<file path="src/rtl/sieve_pkg.sv">
package sieve_pkg;
  typedef enum logic [1:0] {
    SQ_IDLE  = 2'd0,
    SQ_RUN   = 2'd1,
    SQ_DRAIN = 2'd2
  } seq_state_e;
endpackage

</file>
<file path="src/rtl/sieve_seq.sv">
module sieve_seq
  import sieve_pkg::*;
#(
  parameter int LOC_W  = 16,
  parameter int NSTAGE = 8
) (
  input  logic             clk,
  input  logic             rst_n,
  input  logic             start,
  input  logic [LOC_W-1:0] run_len,
  output logic             idle,
  output logic             launch,
  output logic             inj_valid,
  output logic [LOC_W-1:0] inj_loc,
  output logic             done
);
  localparam int DRN_W = $clog2(NSTAGE + 1);

  seq_state_e       state_q;
  logic [LOC_W-1:0] next_loc_q;
  logic [LOC_W-1:0] len_q;
  logic [DRN_W-1:0] drain_q;

  assign idle      = (state_q == SQ_IDLE);
  assign launch    = start && idle;
  assign inj_valid = (state_q == SQ_RUN) && (next_loc_q != len_q);
  assign inj_loc   = next_loc_q;

  always_ff @(posedge clk or negedge rst_n) begin
    if (!rst_n) begin
      state_q    <= SQ_IDLE;
      next_loc_q <= '0;
      len_q      <= '0;
      drain_q    <= '0;
      done       <= 1'b0;
    end else begin
      done <= 1'b0;
      case (state_q)
        SQ_IDLE: begin
          if (start) begin
            len_q      <= run_len;
            next_loc_q <= '0;
            state_q    <= SQ_RUN;
          end
        end
        SQ_RUN: begin
          if (inj_valid) next_loc_q <= next_loc_q + 1'b1;
          if (!inj_valid || (next_loc_q + 1'b1 == len_q)) begin
            state_q <= SQ_DRAIN;
            drain_q <= '0;
          end
        end
        SQ_DRAIN: begin
          if (drain_q == DRN_W'(NSTAGE - 1)) begin
            state_q <= SQ_IDLE;
            done    <= 1'b1;
          end else begin
            drain_q <= drain_q + 1'b1;
          end
        end
        default: state_q <= SQ_IDLE;
      endcase
    end
  end

  AST_DONE_WHEN_IDLE: assert property (@(posedge clk) disable iff (!rst_n)
    done |-> idle);
  AST_INJECT_STEP: assert property (@(posedge clk) disable iff (!rst_n)
    inj_valid && $past(inj_valid) |-> inj_loc == LOC_W'($past(inj_loc) + 1'b1));
endmodule

</file>
<file path="src/rtl/sieve_stage.sv">
module sieve_stage #(
  parameter int MOD_W = 12,
  parameter int WGT_W = 8,
  parameter int BUS_W = 10,
  parameter int LOC_W = 16,
  localparam int CFG_W = 2 * MOD_W + WGT_W
) (
  input  logic             clk,
  input  logic             rst_n,
  input  logic             shift_en,
  input  logic [CFG_W-1:0] cfg_in,
  output logic [CFG_W-1:0] cfg_out,
  input  logic             launch,
  input  logic             in_valid,
  input  logic [LOC_W-1:0] in_loc,
  input  logic [BUS_W-1:0] in_sum,
  output logic             out_valid,
  output logic [LOC_W-1:0] out_loc,
  output logic [BUS_W-1:0] out_sum
);
  logic [CFG_W-1:0] cfg_q;
  logic [MOD_W-1:0] modulus, residue, tmr_q;
  logic [WGT_W-1:0] weight;
  logic             hit;
  logic [BUS_W:0]   wide_sum;
  logic [BUS_W-1:0] sat_sum;

  assign cfg_out = cfg_q;
  assign modulus = cfg_q[CFG_W-1 -: MOD_W];
  assign residue = cfg_q[WGT_W +: MOD_W];
  assign weight  = cfg_q[WGT_W-1:0];

  assign hit      = in_valid && (tmr_q == '0);
  assign wide_sum = {1'b0, in_sum} + (hit ? (BUS_W+1)'(weight) : '0);
  assign sat_sum  = wide_sum[BUS_W] ? '1 : wide_sum[BUS_W-1:0];

  always_ff @(posedge clk or negedge rst_n) begin
    if (!rst_n) cfg_q <= '0;
    else if (shift_en) cfg_q <= cfg_in;
  end

  always_ff @(posedge clk or negedge rst_n) begin
    if (!rst_n) tmr_q <= '0;
    else if (launch) tmr_q <= residue;
    else if (in_valid) tmr_q <= (tmr_q == '0) ? modulus - 1'b1 : tmr_q - 1'b1;
  end

  always_ff @(posedge clk or negedge rst_n) begin
    if (!rst_n) begin
      out_valid <= 1'b0;
      out_loc   <= '0;
      out_sum   <= '0;
    end else if (launch) begin
      out_valid <= 1'b0;
      out_loc   <= '0;
      out_sum   <= '0;
    end else begin
      out_valid <= in_valid;
      out_loc   <= in_loc;
      out_sum   <= in_valid ? sat_sum : '0;
    end
  end

  AST_NO_WRAP: assert property (@(posedge clk) disable iff (!rst_n)
    in_valid && !launch |=> out_sum >= $past(in_sum));
  AST_LOC_CARRIED: assert property (@(posedge clk) disable iff (!rst_n)
    in_valid && !launch |=> out_valid && out_loc == $past(in_loc));
endmodule

</file>
<file path="src/rtl/sieve_thresh.sv">
module sieve_thresh #(
  parameter int BUS_W = 10,
  parameter int LOC_W = 16
) (
  input  logic             clk,
  input  logic             rst_n,
  input  logic             launch,
  input  logic [BUS_W-1:0] threshold,
  input  logic             in_valid,
  input  logic [LOC_W-1:0] in_loc,
  input  logic [BUS_W-1:0] in_sum,
  output logic             rpt_valid,
  output logic [LOC_W-1:0] rpt_loc
);
  logic [BUS_W-1:0] thr_q;

  always_ff @(posedge clk or negedge rst_n) begin
    if (!rst_n) begin
      thr_q     <= '0;
      rpt_valid <= 1'b0;
      rpt_loc   <= '0;
    end else if (launch) begin
      thr_q     <= threshold;
      rpt_valid <= 1'b0;
    end else begin
      rpt_valid <= in_valid && (in_sum > thr_q);
      rpt_loc   <= in_loc;
    end
  end

  AST_REPORT_ORDER: assert property (@(posedge clk) disable iff (!rst_n)
    rpt_valid && $past(rpt_valid) |-> rpt_loc == LOC_W'($past(rpt_loc) + 1'b1));
endmodule

</file>
<file path="src/rtl/sieve_pipe.sv">
module sieve_pipe #(
  parameter int NSTAGE = 8,
  parameter int MOD_W  = 12,
  parameter int WGT_W  = 8,
  parameter int BUS_W  = 10,
  parameter int LOC_W  = 16,
  localparam int CFG_W = 2 * MOD_W + WGT_W
) (
  input  logic             clk,
  input  logic             rst_n,
  input  logic             cfg_valid,
  output logic             cfg_ready,
  input  logic [CFG_W-1:0] cfg_data,
  input  logic             start,
  input  logic [BUS_W-1:0] threshold,
  input  logic [LOC_W-1:0] run_len,
  output logic             rpt_valid,
  output logic [LOC_W-1:0] rpt_loc,
  output logic             done
);
  logic             idle, launch, shift_en;
  logic [CFG_W-1:0] cfg_link [NSTAGE+1];
  logic             v_link   [NSTAGE+1];
  logic [LOC_W-1:0] loc_link [NSTAGE+1];
  logic [BUS_W-1:0] sum_link [NSTAGE+1];

  assign cfg_ready   = idle;
  assign shift_en    = cfg_valid && idle;
  assign cfg_link[0] = cfg_data;
  assign sum_link[0] = '0;

  sieve_seq #(.LOC_W(LOC_W), .NSTAGE(NSTAGE)) u_seq (
    .clk(clk), .rst_n(rst_n), .start(start), .run_len(run_len),
    .idle(idle), .launch(launch), .inj_valid(v_link[0]),
    .inj_loc(loc_link[0]), .done(done)
  );

  for (genvar g = 0; g < NSTAGE; g++) begin : g_stage
    sieve_stage #(.MOD_W(MOD_W), .WGT_W(WGT_W), .BUS_W(BUS_W), .LOC_W(LOC_W)) u_stage (
      .clk(clk), .rst_n(rst_n), .shift_en(shift_en),
      .cfg_in(cfg_link[g]), .cfg_out(cfg_link[g+1]),
      .launch(launch),
      .in_valid(v_link[g]), .in_loc(loc_link[g]), .in_sum(sum_link[g]),
      .out_valid(v_link[g+1]), .out_loc(loc_link[g+1]), .out_sum(sum_link[g+1])
    );
  end

  sieve_thresh #(.BUS_W(BUS_W), .LOC_W(LOC_W)) u_thr (
    .clk(clk), .rst_n(rst_n), .launch(launch), .threshold(threshold),
    .in_valid(v_link[NSTAGE]), .in_loc(loc_link[NSTAGE]), .in_sum(sum_link[NSTAGE]),
    .rpt_valid(rpt_valid), .rpt_loc(rpt_loc)
  );

  AST_CFG_HELD_BUSY: assert property (@(posedge clk) disable iff (!rst_n)
    !idle |=> $stable(cfg_link[NSTAGE]));
endmodule

</file>
<file path="config.mk">
export PLATFORM = sky130hd
export DESIGN_NAME = sieve_pipe
export DESIGN_NICKNAME = d
export VERILOG_FILES = /design/src/rtl/sieve_pkg.sv /design/src/rtl/sieve_seq.sv /design/src/rtl/sieve_stage.sv /design/src/rtl/sieve_thresh.sv /design/src/rtl/sieve_pipe.sv
export SDC_FILE = /design/constraint.sdc
export NUM_CORES = 1
export LEC_CHECK = 0
export CORE_MARGIN = 10
export CORE_UTILIZATION = 56
export DETAILED_ROUTE_END_ITERATION = 10
export PLACE_DENSITY = 0.76
export SYNTH_ARGS = -nofsm -noshare
export SYNTH_HDL_FRONTEND = slang
export SYNTH_SLANG_ARGS = --single-unit
</file>
<file path="constraint.sdc">
create_clock -name clk -period 3.75 [get_ports clk]
set_clock_uncertainty 0.05 [all_clocks]
set_input_delay 0.5625 -clock clk [delete_from_list [all_inputs] [get_ports clk]]
set_output_delay 0.5625 -clock clk [all_outputs]
set_load 0.05 [all_outputs]
</file>
# Yosys cells after proc, flatten, opt, wreduce, memory -nomap -nowiden

Cells that the tools add are included.

Bits in registers: 634
Bits in latches: 0
RAM bits: 0
Bits in read-only memories: 0
Output and inout bits: 19
Word-level logic and storage cells: 206
Memories: 0

Add/sub/neg operators: 25
Multiply operators: 0
Div/mod/pow operators: 0
$lt $le $gt $ge: 1
Equality and inequality tests: 10
Shift operators: 0
Multiplexer cells: 85
Bitwise logic cells: 0
Reductions and logical operators: 37

Operators by type and width:

| kind                    | count |
|---|---|
| $mux W12                | 24 |
| $mux W10                | 24 |
| $sub A12 B1 Y12 const B | 16 |
| $mux W16                | 10 |
| $logic_not A12 Y1       | 8 |
| $add A10 B11 Y11        | 7 |
| $mux W8                 | 8 |
| $pmux W16 S2            | 1 |
| $reduce_bool A2 Y1      | 10 |
| $add A16 B1 Y16 const B | 1 |
| $eq A16 B16 Y1          | 1 |
| $ne A16 B16 Y1          | 1 |
| $logic_and A1 B1 Y1     | 12 |
| $mux W1                 | 11 |
| $gt A10 B10 Y1          | 1 |
| $reduce_and A3 Y1       | 3 |
| $mux W4                 | 2 |
| $pmux W4 S2             | 1 |
| $mux W2                 | 3 |
| $ne A2 B2 Y1 const B    | 3 |
| $pmux W2 S3             | 1 |
| $add A4 B1 Y4 const B   | 1 |
| $eq A4 B3 Y1 const B    | 1 |
| $ne A2 B1 Y1 const B    | 2 |
| 6 further kinds         | 6 |

# Logic depth before layout (Yosys ltp)

Depth after elaboration: 7
Mapped depth: 15
Gate-level depth less buffers: 13

# Modules after synthesis

From an unflattened synthesis, not the netlist that was laid out.

Cells, all modules: 2881
Area total of the unflattened synthesis: 31417.6 µm²

By module, submodules not included:

| module                               | times used | cells an instance | area each (µm²) |
|---|---|---|---|
| sieve_stage (g_stage[1].u_stage ...) | 4          | 309               | 3404.5 |
| sieve_stage (g_stage[5].u_stage ...) | 3          | 325               | 3539.6 |
| sieve_stage (g_stage[0].u_stage)     | 1          | 327               | 3573.4 |
| sieve_seq                            | 1          | 238               | 2349.8 |
| sieve_thresh                         | 1          | 103               | 1247.4 |
| sieve_pipe                           | 1          | 2                 | 10.0 |

# Worst setup path after synthesis

Ideal clock, no wire load.

Kind: register to register
Start point: reg g_stage[7].u_stage.tmr_q[7]
End point: reg g_stage[7].u_stage.out_sum[0]
Library setup time: 80 ps
Data arrival time: 3854 ps
Data required time: 3620 ps
Setup slack: -234 ps
Cell stages (with the launch flop): 16
Path buffers: 3
Period minus slack after synthesis: 3984 ps
Cells stage by stage: dfrtp_1 -> or4_1 -> nor4_2 -> clkbuf_1 -> clkbuf_1 -> and3_1 -> ha_1 -> fa_1 -> a21o_1 -> a21oi_1 -> o21ba_2 -> o21ai_0 -> a21oi_1 -> or2_2 -> clkbuf_1 -> a21oi_1

Word-level cells in the longest chain between the ends: 7

Ends and longest elaborated chain:

| item                   | line              | RTL |
|---|---|---|
| from (decl)            | sieve_stage.sv:22 | `logic [MOD_W-1:0] modulus, residue, tmr_q;` |
| from (signal assigned) | sieve_stage.sv:44 | `else if (launch) tmr_q <= residue;` |
| from (signal assigned) | sieve_stage.sv:45 | `else if (in_valid) tmr_q <= (tmr_q == '0) ? modulus - 1'b1 : tmr_q - 1'b1;` |
| $logic_not A12 Y1      | sieve_stage.sv:33 | `assign hit = in_valid && (tmr_q == '0);` |
| $logic_and A1 B1 Y1    | sieve_stage.sv:33 |  |
| $mux W8                | sieve_stage.sv:34 | `assign wide_sum = {1'b0, in_sum} + (hit ? (BUS_W+1)'(weight) : '0);` |
| $add A10 B11 Y11       | sieve_stage.sv:34 |  |
| $mux W10               | sieve_stage.sv:35 | `assign sat_sum = wide_sum[BUS_W] ? '1 : wide_sum[BUS_W-1:0];` |
| $mux W10               | sieve_stage.sv:60 | `out_sum <= in_valid ? sat_sum : '0;` |
| $mux W10               | sieve_stage.sv:53 | `end else if (launch) begin` |
| to (signal assigned)   | sieve_stage.sv:60 |  |
| to (decl)              | sieve_stage.sv:19 | `output logic [BUS_W-1:0] out_sum` |

Every way passes these cells.
A chain may end at the register's enable or synchronous reset.

# Worst setup path in the final report

Same ends and word-level chain as after synthesis.

==> metrics <==
CP max FO 8; initial antenna violation count 0; CTS root buffer clkbuf_16; fill count a little under 4k; CP Capture Type flop; CP max-delay cell or4_4; CTS max path bufs 3; CP Launch Point g_stage[7].u_stage.tmr_q[7]$_DFFE_PN0P_; Top cell by count, worst path a21oi_1; CTS H-tree lvls 3; chip height approximately 250 microns; row count 84; Post-Layout Cell Count between 3k and 4k; Worst Path Arrival 4.00 ns; routed length per instance 18.5 microns; Cell Pwr Density roughly 740 mW/mm^2; cell chain of the critical path or4_4, nor4_4, buf_4, and3_1, ha_1, fa_1, a21o_1, a21oi_1, o21ba_2, o21ai_1, a21oi_1, or2_2, a21oi_1; Vias 21.4k; first-pass GRT wire length about 110000 microns; largest net degree at the start of global routing between 100 and 150; crit-path max cell delay slightly below 0.6 ns; period utilisation layout 0.942; setup total negative slack 0 ns; Skew-Pair Late Insertion Delay around 0.61 ns; Worst Max-Slew Pin Slew ~1.1 ns; Area Growth Syn to Fin 13.9%; placed cell areas 0.0316 sq mm; layout cells sized above 1 0.165; Placer Congestion 0.896; Peak VDD IR roughly 0.00062 V; syn avg cell area between 10 and 15 sq um; Post-Syn Nets between 2k and 3k; Post-Synthesis Cells approximately 2.8k; initial DRC count approximately 1.3k; mapped cell area slightly below 0.03 sq mm; post-route cell area 0.0339 sq mm; register area share after synthesis 0.530; GR Util All Layers 0.211; Setup Viol. Count Final 0; kind of cell adding the most delay to the critical path simple AND/OR/NAND/NOR gates; routed vias/inst 5.94; Max-Cap Viols 0; CTS Sinks around 630; Worst Hold Class in -> async; Antenna diodes 0; status finished clean; Req. time, crit path about 4.2 ns; final hold viol count 0; hold slack 0.00451 ns; CTS Buf Count roughly 70; DP Cell Count ~3.5k; reg2reg path depth 13; die area ~0.063 sq mm; HPWL Detailed about 47000 microns; Startpoint Class flop; worst path bufs/invs 1; Final nets between 3k and 4k; Worst R2R End g_stage[7].u_stage.out_sum[0]$_DFF_PN0_; crit path time final 3.53 ns; CTS clock-pin slew for the worst setup and hold paths approximately 0.06 ns; Core ar. about 0.053 sq mm; Die Wd about 250 microns; Routed WL about 67000 microns; Core Util, Final 0.644; vias in the first global route about 22k; Yosys reg bits between 600 and 700; Yosys warning count 0; FFs w/ async S/R, synth 1.00; reg2reg start g_stage[7].u_stage.tmr_q[7]$_DFFE_PN0P_; first-pass iteration count of the detailed router 7; Initial Util 0.566; FF-to-FF setup slack ~0.22 ns; Synth cell types 82; Pins Over Slew Limit 0; ys flop type dfrtp_1; Slew headroom 0.241; total congestion overflow 0; final antenna-violating net count 0; Remaining DRCs 0; # IOs 81; leakage between 0.015 and 0.02 uW; port bufs 80; CTS tree yes; maximum clock rate 0.283 GHz; type of the worst setup path reg -> reg; EDFF count, synth 0
## placed cells by master (no fill, tap or decap), types with 17 or more instances in the layout
| master | Yosys | routed |
|---|---|---|
| ha_1 | 79 | 79 |
| buf_4 | 3 | 56 |
| nor3_1 | 49 | 49 |
| a22oi_1 | 27 | 27 |
| o211ai_1 | 17 | 17 |
| nand2_1 | 326 | 324 |
| xor2_1 | 30 | 30 |
| xnor2_1 | 44 | 44 |
| and2_1 | 138 | 137 |
| a21oi_1 | 222 | 220 |
| o21ai_0 | 114 | 111 |
| a211oi_1 | 32 | 32 |
| inv_1 | 69 | 69 |
| nor4_1 | 25 | 23 |
| mux2_2 | 257 | 257 |
| nor2_1 | 130 | 130 |
| or3_1 | 21 | 21 |
| dfrtp_1 | 631 | 630 |
| o31ai_1 | 33 | 33 |
| o22ai_1 | 25 | 25 |
| and3_1 | 64 | 64 |
| nand3_1 | 37 | 35 |
| clkbuf_16 | 0 | 71 |
| clkdlybuf4s50_1 | 0 | 79 |
| a21o_1 | 41 | 41 |
## flip-flops by register name, summed over array words and instances, names as in the netlist, 4 cells and up
name and flops:
g_stage.u_stage.cfg_out 256, g_stage.u_stage.out_loc 128, g_stage.u_stage.tmr_q 96, g_stage.u_stage.out_sum 77, u_seq.inj_loc 16, u_seq.len_q 16, u_thr.rpt_loc 16, u_thr.thr_q 10
g_stage.u_stage.out_valid 8, u_seq.drain_q 4
## cells in the mapped netlist, types with 21 or more instances
| master | count | area share |
|---|---|---|
| and3_1 | 64 | 0.013 |
| o21ai_0 | 114 | 0.019 |
| nand3_1 | 37 | 0.0062 |
| nand2_1 | 326 | 0.041 |
| a22oi_1 | 27 | 0.0068 |
| ha_1 | 79 | 0.033 |
| nor3_1 | 49 | 0.0082 |
| or3_1 | 21 | 0.0044 |
| clkbuf_1 | 117 | 0.015 |
| nor4_1 | 25 | 0.0053 |
| dfrtp_1 | 631 | 0.53 |
| o22ai_1 | 25 | 0.0053 |
| mux2_2 | 257 | 0.097 |
| a211oi_1 | 32 | 0.0081 |
| nor2_1 | 130 | 0.016 |
| xnor2_1 | 44 | 0.013 |
| inv_1 | 69 | 0.0087 |
| xor2_1 | 30 | 0.0088 |
| and2_1 | 138 | 0.029 |
| o31ai_1 | 33 | 0.0083 |
| a21oi_1 | 222 | 0.037 |
| a21o_1 | 41 | 0.010 |
## worst max-delay path by stage
stage                                                         end  cells past startpoint  slack, ns
final                     g_stage[7].u_stage.out_sum[0]$_DFF_PN0_                     13       0.22
after global routing      g_stage[7].u_stage.out_sum[0]$_DFF_PN0_                     13     -0.005
after CTS                 g_stage[7].u_stage.out_sum[0]$_DFF_PN0_                     12       0.09
after detailed placement  g_stage[7].u_stage.out_sum[0]$_DFF_PN0_                     12       0.14
after global placement    g_stage[7].u_stage.out_sum[0]$_DFF_PN0_                     12       0.26
after floorplan           g_stage[7].u_stage.out_sum[0]$_DFF_PN0_                     15       0.03
## layer usage
| metal | vias to the layer above | part of all wire | track usage |
|---|---|---|---|
| li1 | 10062 | - | - |
| met1 | 10523 | 0.42 | 0.266 |
| met2 | 652 | 0.49 | 0.357 |
| met3 | 162 | 0.048 | 0.0323 |
| met4 | 0 | 0.037 | 0.0905 |
| met5 | - | 0 | 0 |
## layout make-up
type / count / area, sq um / share of cell area
Tap cell: 688 / 861 / 0.0254
Timing Repair Buffer: 148 / 1470 / 0.0432
Sequential cell: 631 / 15800 / 0.465
Clock inverter: 25 / 263 / 0.00775
Inverter: 70 / 263 / 0.00775
Clock buffer: 97 / 2010 / 0.0594
Multi-Input combinational cell: 1941 / 13300 / 0.391
## where the power goes
part	internal (uW)	switching [uW]	leakage, uW
clock network	4030	2710	0.00113
registers	8940	2460	0.00814
logic	3370	3660	0.00635
total	16300	8820	0.0156
## repair_timing
action,CTS,global route
setup buffers,0,3
resized for setup,0,9
endpoints found under the hold margin,0,0
hold buffers,0,0
endpoints found under the setup margin,0,34
## per-stage QoR
step                      worst slack [ns]  power [uW]
final                                0.216       25200
after global routing              -0.00452       26700
after CTS                           0.0860       25300
after detailed placement             0.138       18400
after global placement               0.260       18000
after floorplan                     0.0317       15900
## kinds of logic after synthesis
family / Yosys count / synth area share
and+or+nand+nor: 900 / 0.152
DFF: 631 / 0.530
AOI/OAI and AO/OA: 612 / 0.129
muxes: 269 / 0.101
buffers and inverters: 209 / 0.0273
adders and majority gates: 86 / 0.0379
xor gates and xnor gates: 74 / 0.0218
## worst register-to-register path: stages, from the launching register on
cell and delay (ns):
dfrtp_2 0.44, or4_4 0.59, nor4_4 0.28, buf_4 0.19
and3_1 0.16, ha_1 0.19, fa_1 0.23, a21o_1 0.13
a21oi_1 0.12, o21ba_2 0.24, o21ai_1 0.17, a21oi_1 0.11
or2_2 0.38, a21oi_1 0.17
(Power assumes the default switching activity.)
